### src/rtl/ufrm_pkg.sv
// Package: shared defaults and helpers for the microframe interval timer.
// Assumes: the adjustment step is one reference clock cycle.
package ufrm_pkg;

    // Default number of reference cycles in a microframe when the adjustment is 0.
    localparam int unsigned UFRM_BASE_DEFAULT = 3718;
    // Adjustment value restored by reset (nominal 125 us period).
    localparam int unsigned UFRM_ADJ_NOMINAL  = 32;
    // Adjustment field width.
    localparam int unsigned UFRM_ADJ_BITS     = 6;
    // Microframe index width (8 microframes per frame).
    localparam int unsigned UFRM_IDX_BITS     = 3;
    // Frame number width.
    localparam int unsigned UFRM_FRAME_BITS   = 11;

    // Width needed to count the longest possible microframe.
    function automatic int unsigned ufrm_count_bits(input int unsigned base,
                                                    input int unsigned adj_bits);
        int unsigned longest;
        longest = base + (32'd1 << adj_bits);
        return (longest < 2) ? 1 : $clog2(longest);
    endfunction

endpackage

### src/rtl/ufrm_adj_shadow.sv
// Module: adjustment shadow register pair.
// Captures software writes into a pending register and moves that value into
// the active register only at a microframe boundary.
// Assumes: a load and a boundary in the same cycle is resolved by moving the
// old pending value; the new one is applied one boundary later.
module ufrm_adj_shadow #(
    parameter int unsigned ADJ_W     = 6,
    parameter int unsigned ADJ_RESET = 32
) (
    input  logic             clk,
    input  logic             rst_n,
    input  logic             load,
    input  logic [ADJ_W-1:0] value,
    input  logic             boundary,
    output logic [ADJ_W-1:0] active
);

    localparam logic [ADJ_W-1:0] RESET_VAL = ADJ_W'(ADJ_RESET);

    logic [ADJ_W-1:0] pending;

    // Pending register: holds the latest value written by software.
    always_ff @(posedge clk) begin
        if (!rst_n) begin
            pending <= RESET_VAL;
        end else if (load) begin
            pending <= value;
        end
    end

    // Active register: updated only when a microframe ends.
    always_ff @(posedge clk) begin
        if (!rst_n) begin
            active <= RESET_VAL;
        end else if (boundary) begin
            active <= pending;
        end
    end

endmodule

### src/rtl/ufrm_period_counter.sv
// Module: microframe period counter.
// Counts enabled reference cycles from 0 up to BASE + adj - 1 and flags the
// last cycle of each microframe.
// Assumes: BASE >= 2, so that a period is always at least two cycles long.
module ufrm_period_counter #(
    parameter int unsigned BASE  = 3718,
    parameter int unsigned ADJ_W = 6,
    parameter int unsigned CNT_W = 12
) (
    input  logic             clk,
    input  logic             rst_n,
    input  logic             en,
    input  logic [ADJ_W-1:0] adj,
    output logic             wrap
);

    localparam logic [CNT_W-1:0] BASE_M1 = CNT_W'(BASE - 1);

    logic [CNT_W-1:0] count;
    logic [CNT_W-1:0] last;

    // Final count value of the current microframe.
    always_comb begin
        last = BASE_M1 + CNT_W'(adj);
    end

    // The last cycle of a microframe, seen only while enabled.
    always_comb begin
        wrap = en && (count == last);
    end

    // Cycle counter: advances when enabled and restarts after the last cycle.
    always_ff @(posedge clk) begin
        if (!rst_n) begin
            count <= '0;
        end else if (wrap) begin
            count <= '0;
        end else if (en) begin
            count <= count + 1'b1;
        end
    end

endmodule

### src/rtl/ufrm_index_counter.sv
// Module: microframe index and frame number counters.
// Advances the index on each microframe boundary and the frame number when
// the index rolls over.
// Assumes: advance is high for one cycle per boundary.
module ufrm_index_counter #(
    parameter int unsigned IDX_W   = 3,
    parameter int unsigned FRAME_W = 11
) (
    input  logic               clk,
    input  logic               rst_n,
    input  logic               advance,
    output logic [IDX_W-1:0]   index,
    output logic [FRAME_W-1:0] frame
);

    localparam logic [IDX_W-1:0] IDX_LAST = '1;

    logic roll;

    // The index is about to wrap back to zero.
    always_comb begin
        roll = advance && (index == IDX_LAST);
    end

    // Microframe index, modulo 2**IDX_W.
    always_ff @(posedge clk) begin
        if (!rst_n) begin
            index <= '0;
        end else if (advance) begin
            index <= index + 1'b1;
        end
    end

    // Frame number, modulo 2**FRAME_W.
    always_ff @(posedge clk) begin
        if (!rst_n) begin
            frame <= '0;
        end else if (roll) begin
            frame <= frame + 1'b1;
        end
    end

endmodule

### src/rtl/usb_ufrm_timer.sv
// Module: USB high-speed microframe interval timer (top level).
// Generates a one-cycle start strobe every BASE_COUNT + adj reference cycles.
// Also keeps a microframe index and a frame number.
// Assumes: clk is the 30 MHz reference; software loads the adjustment at
// least one cycle before the boundary at which it should apply.
module usb_ufrm_timer
    import ufrm_pkg::*;
#(
    parameter int unsigned BASE_COUNT = UFRM_BASE_DEFAULT,
    parameter int unsigned ADJ_W      = UFRM_ADJ_BITS,
    parameter int unsigned ADJ_RESET  = UFRM_ADJ_NOMINAL,
    parameter int unsigned IDX_W      = UFRM_IDX_BITS,
    parameter int unsigned FRAME_W    = UFRM_FRAME_BITS
) (
    input  logic               clk,
    input  logic               rst_n,
    input  logic               en,
    input  logic               adj_load,
    input  logic [ADJ_W-1:0]   adj_value,
    output logic               sof_pulse,
    output logic [IDX_W-1:0]   ufrm_index,
    output logic [FRAME_W-1:0] frame_num
);

    localparam int unsigned CNT_W = ufrm_count_bits(BASE_COUNT, ADJ_W);

    logic             boundary;
    logic [ADJ_W-1:0] adj_active;

    ufrm_adj_shadow #(
        .ADJ_W    (ADJ_W),
        .ADJ_RESET(ADJ_RESET)
    ) u_shadow (
        .clk     (clk),
        .rst_n   (rst_n),
        .load    (adj_load),
        .value   (adj_value),
        .boundary(boundary),
        .active  (adj_active)
    );

    ufrm_period_counter #(
        .BASE (BASE_COUNT),
        .ADJ_W(ADJ_W),
        .CNT_W(CNT_W)
    ) u_period (
        .clk  (clk),
        .rst_n(rst_n),
        .en   (en),
        .adj  (adj_active),
        .wrap (boundary)
    );

    ufrm_index_counter #(
        .IDX_W  (IDX_W),
        .FRAME_W(FRAME_W)
    ) u_index (
        .clk    (clk),
        .rst_n  (rst_n),
        .advance(boundary),
        .index  (ufrm_index),
        .frame  (frame_num)
    );

    // Start strobe: registered copy of the boundary, so it aligns with the new index.
    always_ff @(posedge clk) begin
        if (!rst_n) begin
            sof_pulse <= 1'b0;
        end else begin
            sof_pulse <= boundary;
        end
    end

endmodule

### config.mk
export PLATFORM = sky130hd
export DESIGN_NAME = usb_ufrm_timer
export DESIGN_NICKNAME = d
export VERILOG_FILES = /design/src/rtl/ufrm_pkg.sv /design/src/rtl/ufrm_adj_shadow.sv /design/src/rtl/ufrm_period_counter.sv /design/src/rtl/ufrm_index_counter.sv /design/src/rtl/usb_ufrm_timer.sv
export SDC_FILE = /design/constraint.sdc
export NUM_CORES = 1
export LEC_CHECK = 0
export ABC_AREA = 1
export BUFFER_PORTS_ARGS = -buffer_cell sky130_fd_sc_hd__buf_2
export CAP_MARGIN = 20
export CORE_MARGIN = 2
export CORE_UTILIZATION = 55
export DETAILED_ROUTE_END_ITERATION = 16
export PLACE_DENSITY = 0.76
export SLEW_MARGIN = 20
export SYNTH_ARGS = -nofsm -noshare
export SYNTH_HDL_FRONTEND = slang
export SYNTH_SLANG_ARGS = --single-unit
### constraint.sdc
create_clock -name clk -period 2.3 [get_ports clk]
set_input_delay 0.115 -clock clk [delete_from_list [all_inputs] [get_ports clk]]
set_output_delay 0.115 -clock clk [all_outputs]
set_load 0.05 [all_outputs]
==> impl_metrics.toml, run 1 <==
[status]
status = "finished, final reports clean"

[clock_tree]
htreeDepth = 2
root_buffer = "clkbuf_8"
clk_pin_slew_ns = 0.07
hold_buffers = 0
cts_resized = 0
cts_buffers = 5
clk_latency_ns = 0.29
clk_path_buf_depth = 2
cts_tree = "done"
postCtsSetupBuffers = 0
cts.sinks = 39

[hold_path]
hp-class = "in -> reg"

[cells_and_area]
n_antenna_cell = 0
drive_gt1_share_pct = 20.6
n_fill_cell = 341
final_area_sq_um = 2390
nets = 346
synthToLayoutAreaGrowth_pct = 10.9

[sta]
rsz0062_at_grt = "no"
fin_skew_ns = 0.00506
finalMaxSlewViolations = 0
slew_headroom_pct = 74.4
fmax_mhz = 554
final.min_clock_period_ns = 1.81
min_period_over_period_pct = 78.5
setup_viol = 0
setup-tns-final_ns = 0
worst_pin_slew_ns = 0.384
final_hold_viol_count = 0

[global_routing]
grt_pass1_wl_um = 7070
grt_pass1_vias = 1681
grt_overflow = 0
globalRouteTotalUtil_pct = 20.6
grt_max_degree = 22
antenna_found_initial = 0

[floorplan]
die_w_um = 66.6
placeableCoreArea_sq_um = 3720
initial_core_util_pct = 57.9
die_h_um = 66.6
num_io_pins = 25
die_area_sq_um = 4430
num_rows = 22

[yosys]
yosys_register_bits = 39
syn_area_sq_um = 2150
synthesis.nets = 318
ys_types = 33
yosys_warnings = 0
syn_area_per_cell_sq_um = 7.11
ys_seq_area_share_pct = 36.3
synth_cells = 303

[setup_path]
worstPathRequired_ns = 2.49
arrival_ns = 1.99
worst-setup-path-type = "reg -> reg"
r2r_slack_ns = 0.49
worstSetupEndpointType = "register"
crit_path_start_kind = "register"
critPathMaxFanout = 6

[route]
vias_per_cell = 5.00
ant_nets = 0
drc = 0
wire_per_inst_um = 10.6
top_layer = "met4"
dr_total_vias = 1890
dr.pass1.iters = 4
wl_met3_um = 183
met2_length_um = 1830
met1_length_um = 1990
wl_um = 4030
drt_iter0_markers = 109

[placement]
placement.io_buffers = 24
place.gp.congestion = 0.882
place_area_sq_um = 2310
dp_hpwl_um = 3130

[pwr]
powerDensity_nw_per_um2 = 486
vdd_drop_max_v = 0.000331
leakagePower_uw = 0.00105

[job]
timing.max_cap.violations = 0
area by class of cell:
class / count / area (sq um) / area share [%]
multi-input combinational: 214 / 1170 / 49.1
timing repair buffer: 25 / 128 / 5.35
tap: 48 / 60.1 / 2.52
sequential: 39 / 781 / 32.7
clock buffer: 6 / 72.6 / 3.04
inverter: 46 / 174 / 7.29
synth_stat cells:
| library cell | instances | area share, % |
|---|---|---|
| nand3_1 | 18 | 4.2 |
| xnor2_1 | 3 | 1.2 |
| inv_2 | 6 | 1.0 |
| o21ai_0 | 13 | 3.0 |
| a21oi_1 | 9 | 2.1 |
| clkbuf_1 | 2 | 0.35 |
| xor2_1 | 6 | 2.4 |
| clkinv_2 | 1 | 0.23 |
| nor2_8 | 1 | 0.93 |
| dfxtp_1 | 39 | 36 |
| nand3_2 | 4 | 1.9 |
| buf_4 | 1 | 0.35 |
| buf_6 | 1 | 0.52 |
| nor2_2 | 1 | 0.29 |
| nand2_4 | 2 | 1.0 |
| inv_1 | 39 | 6.8 |
| nand4_2 | 1 | 0.58 |
| ha_1 | 5 | 2.9 |
| or2_0 | 1 | 0.29 |
| o21ai_1 | 4 | 0.93 |
| o21ai_2 | 1 | 0.41 |
| o22ai_1 | 2 | 0.58 |
| nor2_4 | 6 | 3.1 |
| nand2_2 | 9 | 2.6 |
| nand3b_4 | 1 | 0.93 |
| nand2_1 | 73 | 13 |
| nor2_1 | 39 | 6.8 |
| nand2_8 | 1 | 0.93 |
| nand4_1 | 5 | 1.5 |
| nor3b_2 | 1 | 0.58 |
| nor3_1 | 5 | 1.2 |
| nor3_2 | 2 | 0.93 |
| a21oi_2 | 1 | 0.41 |
registers in the layout, summed over array words and instances (netlist names):
signal	count
sof_pulse	1
u_index.frame	11
u_index.index	3
u_shadow.active	6
u_shadow.pending	6
u_period.count	12
placed cells by master, fill, tap and decap left out, drive strengths merged:
cell	instances
o22ai	2
o21ai	18
ha	5
a21oi	10
nor2	47
nor3b	1
or2	1
nand4	6
inv	45
nand3	22
nand2	85
nand3b	1
buf	25
clkinv	1
dfxtp	39
clkbuf	6
xor2	6
nor3	7
xnor2	3
critical path: stages, from the launching register on:
cell and delay, ns:
dfxtp_1 0.34, ha_1 0.30, inv_1 0.04, nand2_1 0.11, nand3b_4 0.10, nor2_4 0.12, nand2_1 0.09, nor2_4 0.16
nand2_8 0.10, nor2_4 0.13, nand2_2 0.07, o21ai_2 0.11, nor2_1 0.04
kinds of logic after synthesis:
logic type                 after synthesis  synth area share, %
DFF                                     39                 36.3
AOI/OAI and AO/OA                       30                 7.44
adders and majority gates                5                 2.91
xor gates and xnor gates                 9                 3.66
and+or+nand+nor                        170                 40.4
buffers and inverters                   50                 9.30
where the power goes:
group	switching [uW]	internal [uW]
sequential	6.37	685
combinational	34.7	18.3
clock	214	202
total	255	906
layer usage:
layer	track usage, %	vias to the layer above
met5	0	-
met4	5.36	0
met3	6.08	2
met2	34.1	42
met1	26.0	839
li1	-	1007
per-stage QoR:
step | setup WS, ns | hold slack (ns) | power [uW] | util [%] | std cells
5_1_grt | 0.300 | 0.0596 | 1210 | 64.2 | 378
4_1_cts | 0.481 | 0.0441 | 1170 | 64.2 | 378
6_report | 0.494 | 0.0475 | 1160 | 64.2 | 378
3_5_place_dp | 0.497 | 0.338 | 761 | 62.3 | 372
2_1_floorplan | 0.589 | 0.237 | 746 | - | 303
3_3_place_gp | 0.519 | 0.332 | 759 | 62.3 | 372
path summary, 6_finish.rpt:
| kind | cells past startpoint | from | to |
|---|---|---|---|
| worst max-delay path | 12 | u_shadow.active[0] | u_index.frame[6] |
| worst min-delay path | 3 | adj_value[0] | u_shadow.pending[0] |
| worst max register to register | 12 | u_shadow.active[0] | u_index.frame[6] |
| worst min register to register | 2 | u_shadow.pending[1] | u_shadow.active[1] |
Note: power is estimated with default switching activity, not from simulation.
==> run 2, diff against run 1 <==
Settings changed: ABC_AREA 1 to 0.
Clock period 2.3 ns to 1.8 ns, I/O delays scaled along.
==> impl_metrics.toml, run 2 <==
[route]
wire_per_inst_um = 13.6
drt_iter0_markers = 79
wl_met3_um = 172
drc = 0
ant_nets = 0
vias_per_cell = 5.22
top_layer = "met4"
wl_um = 4010
met2_length_um = 1990
met1_length_um = 1800
dr_total_vias = 1540
dr.pass1.iters = 4

[cells_and_area]
largest_reg_flops = 12
nets = 261
n_antenna_cell = 0
largest-register = "u_period.count"
synthToLayoutAreaGrowth_pct = 24.4
final_core_util_pct = 69.7
final_area_sq_um = 2510
reg_top3 = "u_period.count (12), u_index.frame (11)"
most-common-layout-cells = "nand2_1 (35), dfxtp_1 (35), mux2i_1 (27), buf_2 (24), nor2_1 (15)"
drive_gt1_share_pct = 27.9

[yosys]
ys_seq_area_share_pct = 38.7
ys_types = 30
synth_top_cell_by_area = "dfxtp_1"
syn_area_sq_um = 2020
yosys_warnings = 0
synth_cells = 212
synth.top_cell.area_share_pct = 38.7
synthArstFlopShare_pct = 0
synthFlopType = "dfxtp_1"
yosys_register_bits = 39
yosysMostFrequentCell = "dfxtp_1"
synthTopCellsByCount = "dfxtp_1 (39), nand2_1 (35), mux2i_1 (27)"
ys_top_cells_by_area = "dfxtp_1 (39%), mux2i_1 (13%), nand2_1 (6.5%)"
syn_area_per_cell_sq_um = 9.53
synthesis.nets = 227
synth-edff-count = 0

[placement]
place_area_sq_um = 2260
placement.io_buffers = 24
dp_hpwl_um = 2600
place.gp.congestion = 0.837

[sta]
rsz0062_at_grt = "yes"
slew_headroom_pct = 67.1
hold_ws_ns = 0.00788
setup_viol = 31
finalMaxSlewViolations = 0
min_period_over_period_pct = 105
worst_pin_slew_ns = 0.489
final_hold_viol_count = 0
fin_ws_ns = -0.0868
fin_skew_ns = 0.00364
fmax_mhz = 530
final.min_clock_period_ns = 1.89

[global_routing]
grt_max_degree = 29
grt_pass1_wl_um = 6490
globalRouteTotalUtil_pct = 20.3
grt_overflow = 0
antenna_found_initial = 0
grt_pass1_vias = 1464

[floorplan]
num_io_pins = 25
die_area_sq_um = 4170
die_h_um = 64.6
die_w_um = 64.6
initial_core_util_pct = 56.0
placeableCoreArea_sq_um = 3610
num_rows = 22

[status]
status = "finished with violations"
violations = "negative setup slack"

[pwr]
leakagePower_uw = 0.000962
vdd_drop_max_v = 0.000715
total_power_uw = 1850
powerDensity_nw_per_um2 = 735

[setup_path]
worstSetupEndpointType = "register"
crit_path_start_kind = "register"
crit_top_cell = "buf_6"
critPathBufInv = 2
cp_slowest_cell = "dfxtp_2"
worstPathCellList = "ha_4 > xor2_2 > nor4_2 > o211ai_1 > buf_6 > o31ai_4 > buf_6 > nor2_1"
worstPathRequired_ns = 1.99
arrival_ns = 2.08
cp_top_family = "compound AO/OA/AOI/OAI gates"
worst-setup-path-type = "reg -> reg"
max_stage_delay_ns = 0.34
critPathMaxFanout = 11
r2r_slack_ns = -0.09

[clock_tree]
clk_pin_slew_ns = 0.08
cts_buffers = 5
clk_latency_ns = 0.30
clk_path_buf_depth = 2
cts.sinks = 39
cts_tree = "done"
htreeDepth = 2
root_buffer = "clkbuf_8"

[hold_path]
hp-class = "in -> reg"

[job]
timing.max_cap.violations = 0
## run 2: cell count changes after synthesis, sizes merged, moves of 7 or more
cell | before | now
a21oi | 10 | 0
nor4 | 0 | 8
mux2i | 0 | 27
nand2b | 0 | 11
inv | 45 | 0
nor2 | 47 | 15
o21ai | 18 | 1
nand3 | 22 | 6
nand2 | 85 | 35
nor2b | 0 | 7
## run 2: logic make-up (layout without fill, tap and decap cells)
| kind of cell | Yosys count | after routing | share of synthesized area [%] |
|---|---|---|---|
| multiplexers | 27 | 27 | 13.4 |
| buffers and inverters | 12 | 47 | 3.28 |
| XOR/XNOR | 20 | 20 | 8.67 |
| adder cells (fa/ha/maj) | 5 | 5 | 3.10 |
| flip-flops | 39 | 39 | 38.7 |
| AO/OA/AOI/OAI | 7 | 7 | 2.79 |
| AND/OR/NAND/NOR | 102 | 102 | 30.1 |
## run 2: path summary, 6_finish.rpt
check,startpoint,endpoint,cells after the start
worst max register to register,u_shadow.active[0],u_period.count[5],8
worst min register to register,u_shadow.pending[2],u_shadow.active[2],2
worst max-delay path,u_shadow.active[0],u_period.count[5],8
worst min-delay path,adj_value[5],u_shadow.pending[5],3
## run 2: cell type report
type,count,area [sq um]
fill,270,1090
sequential,39,786
clock buffer,5,68.8
tap,48,60.1
clock inverter,3,67.6
multi-input combinational,161,1250
timing repair buffer,39,277
## run 2: per-stage QoR
stage	setup slack [ns]	setup TNS, ns	cells
after floorplan	-0.00161	-0.00161	212
after global placement	0.00212	0	284
after detailed placement	-0.120	-2.36	284
after CTS	-0.104	-1.98	293
after global routing	-0.187	-5.06	295
final	-0.0868	-2.06	295
## run 2: tightest hold or removal path, delay by kind of cell
kind	cells	cell delay, ns
multiplexers	1	0.05
buffers and inverters	1	0.08
AND/OR/NAND/NOR	1	0.06
## run 2: per-layer routing
| layer | global-route usage, % | vias up |
|---|---|---|
| li1 | - | 797 |
| met1 | 23.3 | 706 |
| met2 | 35.2 | 33 |
| met3 | 6.42 | 4 |
| met4 | 7.71 | 0 |
| met5 | 0 | - |
## run 2: where the power goes
| group | internal [uW] | switching (uW) |
|---|---|---|
| Sequential | 875 | 12.0 |
| Combinational | 41.6 | 50.2 |
| Clock | 553 | 317 |
| Total | 1470 | 379 |
## run 2: repair_timing
| item | in CTS | in global routing |
|---|---|---|
| pin swaps | 0 | 1 |
| setup endpoints to repair | 24 | 32 |
| gates resized for setup | 8 | 14 |
| setup buffers | 0 | 1 |
| hold buffers | 0 | 0 |
| gates cloned | 1 | 1 |
| hold endpoints to repair | 0 | 0 |
